[src/rtl/bmc_pkg.sv]
package bmc_pkg;

    // Fixed framing around the sample field (bit cells)
    localparam int PRE_SLOTS = 4;
    localparam int AUX_SLOTS = 4;

    typedef enum logic [1:0] {
        PH_PREAMBLE = 2'd0,
        PH_AUDIO    = 2'd1,
        PH_AUX      = 2'd2
    } phase_e;

    typedef enum logic [1:0] {
        PRE_CH_A  = 2'd0,
        PRE_CH_B  = 2'd1,
        PRE_BLOCK = 2'd2
    } pre_e;

    // Half-cell indices (0..7) of a preamble at which the line inverts
    function automatic logic [7:0] pre_toggle_mask(input pre_e kind);
        logic [7:0] m;
        unique case (kind)
            PRE_BLOCK: m = 8'b0011_1001;
            PRE_CH_B:  m = 8'b0110_1001;
            PRE_CH_A:  m = 8'b1100_1001;
            default:   m = 8'b1100_1001;
        endcase
        return m;
    endfunction

endpackage

[src/rtl/bmc_seq.sv]
// Subframe sequencer: phase state machine, half-cell and subframe counters
module bmc_seq
    import bmc_pkg::*;
#(
    parameter  int SAMPLE_W  = 24,
    parameter  int BLOCK_LEN = 192,
    localparam int HALVES    = 2 * (PRE_SLOTS + SAMPLE_W + AUX_SLOTS),
    localparam int HALF_W    = $clog2(HALVES),
    localparam int SF_W      = (BLOCK_LEN > 1) ? $clog2(BLOCK_LEN) : 1
) (
    input  logic              clk,
    input  logic              rst,
    input  logic              half_tick,
    output logic [HALF_W-1:0] half_idx,
    output phase_e            phase,
    output pre_e              pre_kind,
    output logic              sf_end,
    output logic              pre_last
);

    localparam logic [HALF_W-1:0] LAST_PRE  = HALF_W'(2 * PRE_SLOTS - 1);
    localparam logic [HALF_W-1:0] LAST_AUD  = HALF_W'(2 * (PRE_SLOTS + SAMPLE_W) - 1);
    localparam logic [HALF_W-1:0] LAST_HALF = HALF_W'(HALVES - 1);
    localparam logic [SF_W-1:0]   LAST_SF   = SF_W'(BLOCK_LEN - 1);

    phase_e            state_q, state_nx;
    logic [HALF_W-1:0] half_q;
    logic [SF_W-1:0]   sf_q;

    // State register
    always_ff @(posedge clk) begin
        if (rst) begin
            state_q <= PH_PREAMBLE;
        end else begin
            state_q <= state_nx;
        end
    end

    // Transitions
    always_comb begin
        state_nx = state_q;
        unique case (state_q)
            PH_PREAMBLE: if (half_tick && half_q == LAST_PRE)  state_nx = PH_AUDIO;
            PH_AUDIO:    if (half_tick && half_q == LAST_AUD)  state_nx = PH_AUX;
            PH_AUX:      if (half_tick && half_q == LAST_HALF) state_nx = PH_PREAMBLE;
            default:     state_nx = PH_PREAMBLE;
        endcase
    end

    // Half-cell index of the next half-cell to emit, and subframe position
    always_ff @(posedge clk) begin
        if (rst) begin
            half_q <= '0;
            sf_q   <= '0;
        end else if (half_tick) begin
            if (half_q == LAST_HALF) begin
                half_q <= '0;
                sf_q   <= (sf_q == LAST_SF) ? '0 : sf_q + 1'b1;
            end else begin
                half_q <= half_q + 1'b1;
            end
        end
    end

    // Outputs
    always_comb begin
        half_idx = half_q;
        phase    = state_q;
        sf_end   = (state_q == PH_AUX) && half_tick && (half_q == LAST_HALF);
        pre_last = (state_q == PH_PREAMBLE) && half_tick && (half_q == LAST_PRE);
        if (sf_q == '0) begin
            pre_kind = PRE_BLOCK;
        end else if (sf_q[0]) begin
            pre_kind = PRE_CH_B;
        end else begin
            pre_kind = PRE_CH_A;
        end
    end

endmodule

[src/rtl/bmc_slot_reg.sv]
// Sample port: handshake window and the latched subframe payload word
module bmc_slot_reg #(
    parameter  int SAMPLE_W = 24,
    localparam int WORD_W   = SAMPLE_W + 4
) (
    input  logic                clk,
    input  logic                rst,
    input  logic                sf_end,
    input  logic                pre_last,
    input  logic                smp_valid,
    input  logic [SAMPLE_W-1:0] smp_data,
    input  logic                smp_vbit,
    input  logic                smp_ubit,
    input  logic                smp_cbit,
    output logic                smp_ready,
    output logic [WORD_W-1:0]   word
);

    logic open_q;
    logic take;
    logic par;

    assign take      = smp_valid && open_q;
    assign par       = ^{smp_cbit, smp_ubit, smp_vbit, smp_data};
    assign smp_ready = open_q;

    always_ff @(posedge clk) begin
        if (rst) begin
            open_q <= 1'b1;
        end else if (sf_end) begin
            open_q <= 1'b1;
        end else if (take || pre_last) begin
            open_q <= 1'b0;
        end
    end

    // Payload order from LSB: sample, validity, user, status, parity
    always_ff @(posedge clk) begin
        if (rst || sf_end) begin
            word <= '0;
        end else if (take) begin
            word <= {par, smp_cbit, smp_ubit, smp_vbit, smp_data};
        end
    end

endmodule

[src/rtl/bmc_line_enc.sv]
// Line encoder: decides per half-cell whether to invert, holds the line level
module bmc_line_enc
    import bmc_pkg::*;
#(
    parameter  int SAMPLE_W = 24,
    localparam int WORD_W   = SAMPLE_W + 4,
    localparam int HALVES   = 2 * (PRE_SLOTS + SAMPLE_W + AUX_SLOTS),
    localparam int HALF_W   = $clog2(HALVES)
) (
    input  logic              clk,
    input  logic              rst,
    input  logic              half_tick,
    input  logic [HALF_W-1:0] half_idx,
    input  phase_e            phase,
    input  pre_e              pre_kind,
    input  logic [WORD_W-1:0] word,
    output logic              line_out
);

    logic [HALF_W-1:0] slot_rel;
    logic [7:0]        pmask;
    logic              data_bit;
    logic              flip;

    always_comb begin
        slot_rel = (half_idx >> 1) - HALF_W'(PRE_SLOTS);
        pmask    = pre_toggle_mask(pre_kind);
        data_bit = |(word & (WORD_W'(1) << slot_rel));
        unique case (phase)
            PH_PREAMBLE: flip = pmask[half_idx[2:0]];
            PH_AUDIO,
            PH_AUX:      flip = half_idx[0] ? data_bit : 1'b1;
            default:     flip = 1'b1;
        endcase
    end

    always_ff @(posedge clk) begin
        if (rst) begin
            line_out <= 1'b0;
        end else if (half_tick) begin
            line_out <= line_out ^ flip;
        end
    end

endmodule

[src/rtl/bmc_tx.sv]
// Biphase-mark two-channel audio line transmitter, top level
module bmc_tx
    import bmc_pkg::*;
#(
    parameter  int SAMPLE_W  = 24,
    parameter  int BLOCK_LEN = 192,
    localparam int WORD_W    = SAMPLE_W + 4,
    localparam int HALVES    = 2 * (PRE_SLOTS + SAMPLE_W + AUX_SLOTS),
    localparam int HALF_W    = $clog2(HALVES)
) (
    input  logic                clk,
    input  logic                rst,
    input  logic                half_tick,
    input  logic                smp_valid,
    output logic                smp_ready,
    input  logic [SAMPLE_W-1:0] smp_data,
    input  logic                smp_vbit,
    input  logic                smp_ubit,
    input  logic                smp_cbit,
    output logic                line_out
);

    logic [HALF_W-1:0] half_idx;
    phase_e            phase;
    pre_e              pre_kind;
    logic              sf_end;
    logic              pre_last;
    logic [WORD_W-1:0] word;
    logic              half_zero;
    logic              half_lsb;

    assign half_zero = (half_idx == '0);
    assign half_lsb  = half_idx[0];

    bmc_seq #(
        .SAMPLE_W (SAMPLE_W),
        .BLOCK_LEN(BLOCK_LEN)
    ) seq_i (
        .clk      (clk),
        .rst      (rst),
        .half_tick(half_tick),
        .half_idx (half_idx),
        .phase    (phase),
        .pre_kind (pre_kind),
        .sf_end   (sf_end),
        .pre_last (pre_last)
    );

    bmc_slot_reg #(
        .SAMPLE_W(SAMPLE_W)
    ) slot_i (
        .clk      (clk),
        .rst      (rst),
        .sf_end   (sf_end),
        .pre_last (pre_last),
        .smp_valid(smp_valid),
        .smp_data (smp_data),
        .smp_vbit (smp_vbit),
        .smp_ubit (smp_ubit),
        .smp_cbit (smp_cbit),
        .smp_ready(smp_ready),
        .word     (word)
    );

    bmc_line_enc #(
        .SAMPLE_W(SAMPLE_W)
    ) enc_i (
        .clk      (clk),
        .rst      (rst),
        .half_tick(half_tick),
        .half_idx (half_idx),
        .phase    (phase),
        .pre_kind (pre_kind),
        .word     (word),
        .line_out (line_out)
    );

endmodule

[config.mk]
export PLATFORM = sky130hd
export DESIGN_NAME = bmc_tx
export DESIGN_NICKNAME = d
export VERILOG_FILES = /design/src/rtl/bmc_pkg.sv /design/src/rtl/bmc_seq.sv /design/src/rtl/bmc_slot_reg.sv /design/src/rtl/bmc_line_enc.sv /design/src/rtl/bmc_tx.sv
export SDC_FILE = /design/constraint.sdc
export NUM_CORES = 1
export LEC_CHECK = 0
export BUFFER_PORTS_ARGS = -buffer_cell sky130_fd_sc_hd__buf_4
export CAP_MARGIN = 20
export CORE_UTILIZATION = 50
export CTS_CLUSTER_SIZE = 8
export DETAILED_ROUTE_END_ITERATION = 16
export GPL_TIMING_DRIVEN = 0
export PLACE_DENSITY = 0.84
export SLEW_MARGIN = 20
export SYNTH_ARGS = -nofsm -noshare
export SYNTH_HDL_FRONTEND = slang
export SYNTH_HIERARCHICAL = 1
export SYNTH_SLANG_ARGS = --single-unit
[constraint.sdc]
create_clock -name clk -period 2.8 [get_ports clk]
set_input_delay 0.56 -clock clk [delete_from_list [all_inputs] [get_ports clk]]
set_output_delay 0.56 -clock clk [all_outputs]
set_load 0.01 [all_outputs]
==> results.yml <==
placement:
  io_buffer_count: 32
  pre_cts_ws_ns: -0.166
  dpl.hpwl_mm: 4.41
  globalplace.congestion: 0.879
cells_and_area:
  area.growth.synth_to_final_pct: 19.3
  final_layout_size_suffix_gt1_share_pct: 21.9
  nets: 405
  layout.cells.most_common_list: "nand2_1, dfxtp_1, buf_4, a21oi_1, xnor2_1"
  most_common_cell_after_layout_fill_and_taps_aside: "nand2_1"
  antenna_cells_inserted: 0
pwr:
  totalPowerFinal_w: 0.00148
  vdd.ir_drop.worst_mv: 0.224
  cellPowerDensity_nw_per_um2: 460
  power.leakage_nw: 1.20
hold_path:
  timing.hold.worst.class: "flip-flop to flip-flop"
timing:
  finalCriticalPeriod_ns: 2.79
  timing_max_transition_violations_final: 0
  relSlewSlack_pct: 67.3
  worst_slack_ns: 0.0111
  holdWs_ns: 0.461
  post-route-period-util_pct: 99.6
  final_hold_viol_count: 0
  setup-violations-final: 0
  timing.fmax_mhz: 359
  worstMarginPinSlew_ns: 0.489
  rsz0062_at_grt: "yes"
  skew_ns: 0.0111
outcome:
  run_status: "complete, no violations"
drt:
  drcViolationCount: 0
  drt_pass1_iterations: 4
  wl_per_cell_um: 13.5
  drt_iter0_markers: 193
  route.detailed.vias_per_inst: 5.41
  route.antenna.remaining_nets: 0
  postRouteWirelength_mm: 5.91
  vias: 2358
global_routing:
  pin_count_of_the_biggest_net_entering_global_routing: 16
  grtUsageTotal_pct: 23.2
  via_count_of_the_first_global_routing_pass: 2168
  grt_first_pass_wirelength_mm: 9.85
  antenna_found_initial: 0
  grt_overflow_total: 0
worst_setup_path:
  r2r_start: "seq_i/sf_q[1]"
  cp-start-kind: "flip-flop"
  crit_path_max_fanout: 7
  regToRegEndpoint: "enc_i/line_out"
  worstSetupEndpointType: "flip-flop"
  worst_ep_arrival_time_ns: 2.98
  setup.worst_path.end: "enc_i/line_out"
  criticalPathCategory: "flip-flop to flip-flop"
  worstRegToRegCells: 12
  req_time_crit_path_ns: 2.99
  startpoint: "seq_i/sf_q[1]"
  regToRegSetupSlack_ns: 0.01
cts:
  path_clk_slew_ns: 0.09
  tritoncts.num_buffers: 5
  max-clock-path-buffers: 2
  cts_tree: "yes"
  clock_latency_ns: 0.31
  cts_sinks: 46
  h_tree_levels: 2
  cts_root_buffer: "clkbuf_8"
die:
  pin_count: 33
  coreArea_um2: 5140
  rows: 26
  effective_utilization_at_floorplan_pct: 52.4
  die_h_um: 75.4
  dieArea_um2: 5690
  die_x_um: 75.4
synthesis:
  yosys_register_bits: 46
  synth_area_per_cell_um2: 8.37
  syn_inst: 322
  postSynth.asyncResetShare_pct: 0
  ys_dominant_reg_cell: "dfxtp_1"
  ys.warnings.count: 6
  syn_area_um2: 2690
  number_of_synthesized_flops_with_an_enable_pin: 0
  synthDistinctLibCells: 56
  syn-num-nets: 362
  synth.yosys.seq_area_share_pct: 34.2
job:
  max_cap_viol_count: 0
per-layer routing:
metal / track usage [%] / share of wire (%)
met2: 37.8 / 48
met4: 8.64 / 1.7
met1: 30.2 / 45
met3: 5.16 / 5.4
met5: 0 / 0
synth_stat cells, drive strengths merged (6+ instances only):
| cell type | n | area [µm²] |
|---|---|---|
| nand2 | 70 | 263 |
| dfxtp | 46 | 921 |
| a21oi | 33 | 165 |
| xnor2 | 26 | 228 |
| nor2 | 16 | 60.1 |
| inv | 10 | 37.5 |
| nor3 | 10 | 50.1 |
| buf | 9 | 53.8 |
| clkbuf | 9 | 35.0 |
| ha | 9 | 113 |
| mux2i | 8 | 80.1 |
| nand3b | 7 | 52.6 |
| nand3 | 6 | 30.0 |
report_power, final:
part           internal [W]  switching [W]
registers          0.000687      0.0000230
logic              0.000164       0.000138
clock network      0.000230       0.000236
stage by stage:
step	cells	area, µm²	util [%]	setup TNS [ns]
3_5_place_dp	424	3070	59.6	-0.166
6_report	436	3210	62.5	0
5_1_grt	436	3210	62.5	-0.183
3_3_place_gp	424	3070	59.6	-0.0862
2_1_floorplan	322	2740	-	0
4_1_cts	436	3210	62.4	0
worst max-delay path, cell delays in order, from the launching register on:
cell and delay (ns):
dfxtp_2 0.36, inv_1 0.06, ha_1 0.13, or4b_4 0.47, nor4_4 0.25, inv_1 0.09
ha_2 0.19, mux2i_1 0.11, o221a_2 0.30, o311ai_4 0.28, nor4_1 0.10, a22o_1 0.18
nand4bb_1 0.16
kinds of logic (layout without fill, tap and decap cells):
group / count (synthesis) / count (layout) / share of synthesized area, %
compound gates: 50 / 50 / 12.4
buf+inv: 28 / 72 / 4.69
mux: 12 / 12 / 5.48
xor+xnor: 33 / 33 / 11.8
flops: 46 / 46 / 34.2
fa+ha+maj: 9 / 9 / 4.18
simple gates: 144 / 144 / 27.3
worst min-delay path by stage:
| stage | start | to | cells past startpoint |
|---|---|---|---|
| 3_3_place_gp | slot_i/word[20] | slot_i/word[20] | 2 |
| 2_1_floorplan | slot_i/word[10] | slot_i/word[10] | 2 |
| 5_1_grt | slot_i/word[12] | slot_i/word[12] | 2 |
| 4_1_cts | slot_i/word[14] | slot_i/word[14] | 2 |
| 3_5_place_dp | slot_i/word[14] | slot_i/word[14] | 2 |
| 6_report | slot_i/word[14] | slot_i/word[14] | 2 |
layout make-up:
class                      count  area (µm²)
fill                         444        1930
clock inverter                 2        15.0
inverter                      10        37.5
buffer                        18        91.3
timing repair buffer          36         270
sequential                    46         927
tap                           70        87.6
clock buffer                   6        93.8
multi-input combinational    248        1690
registers in the layout (all words and copies together) (netlist names):
register and cells:
seq_i/half_idx 6, slot_i/word 28, enc_i/line_out 1, slot_i/smp_ready 1, seq_i/phase 2, seq_i/sf_q 8
what timing repair did:
| action | CTS | global route |
|---|---|---|
| hold buffers | 0 | 0 |
| endpoints found under the setup margin | 1 | 21 |
| gates resized for setup | 2 | 3 |
| buffers inserted | 4 | 0 |
| hold endpoints to repair | 0 | 0 |
| pin swaps | 4 | 0 |
Note: power is estimated with default switching activity, not from simulation.
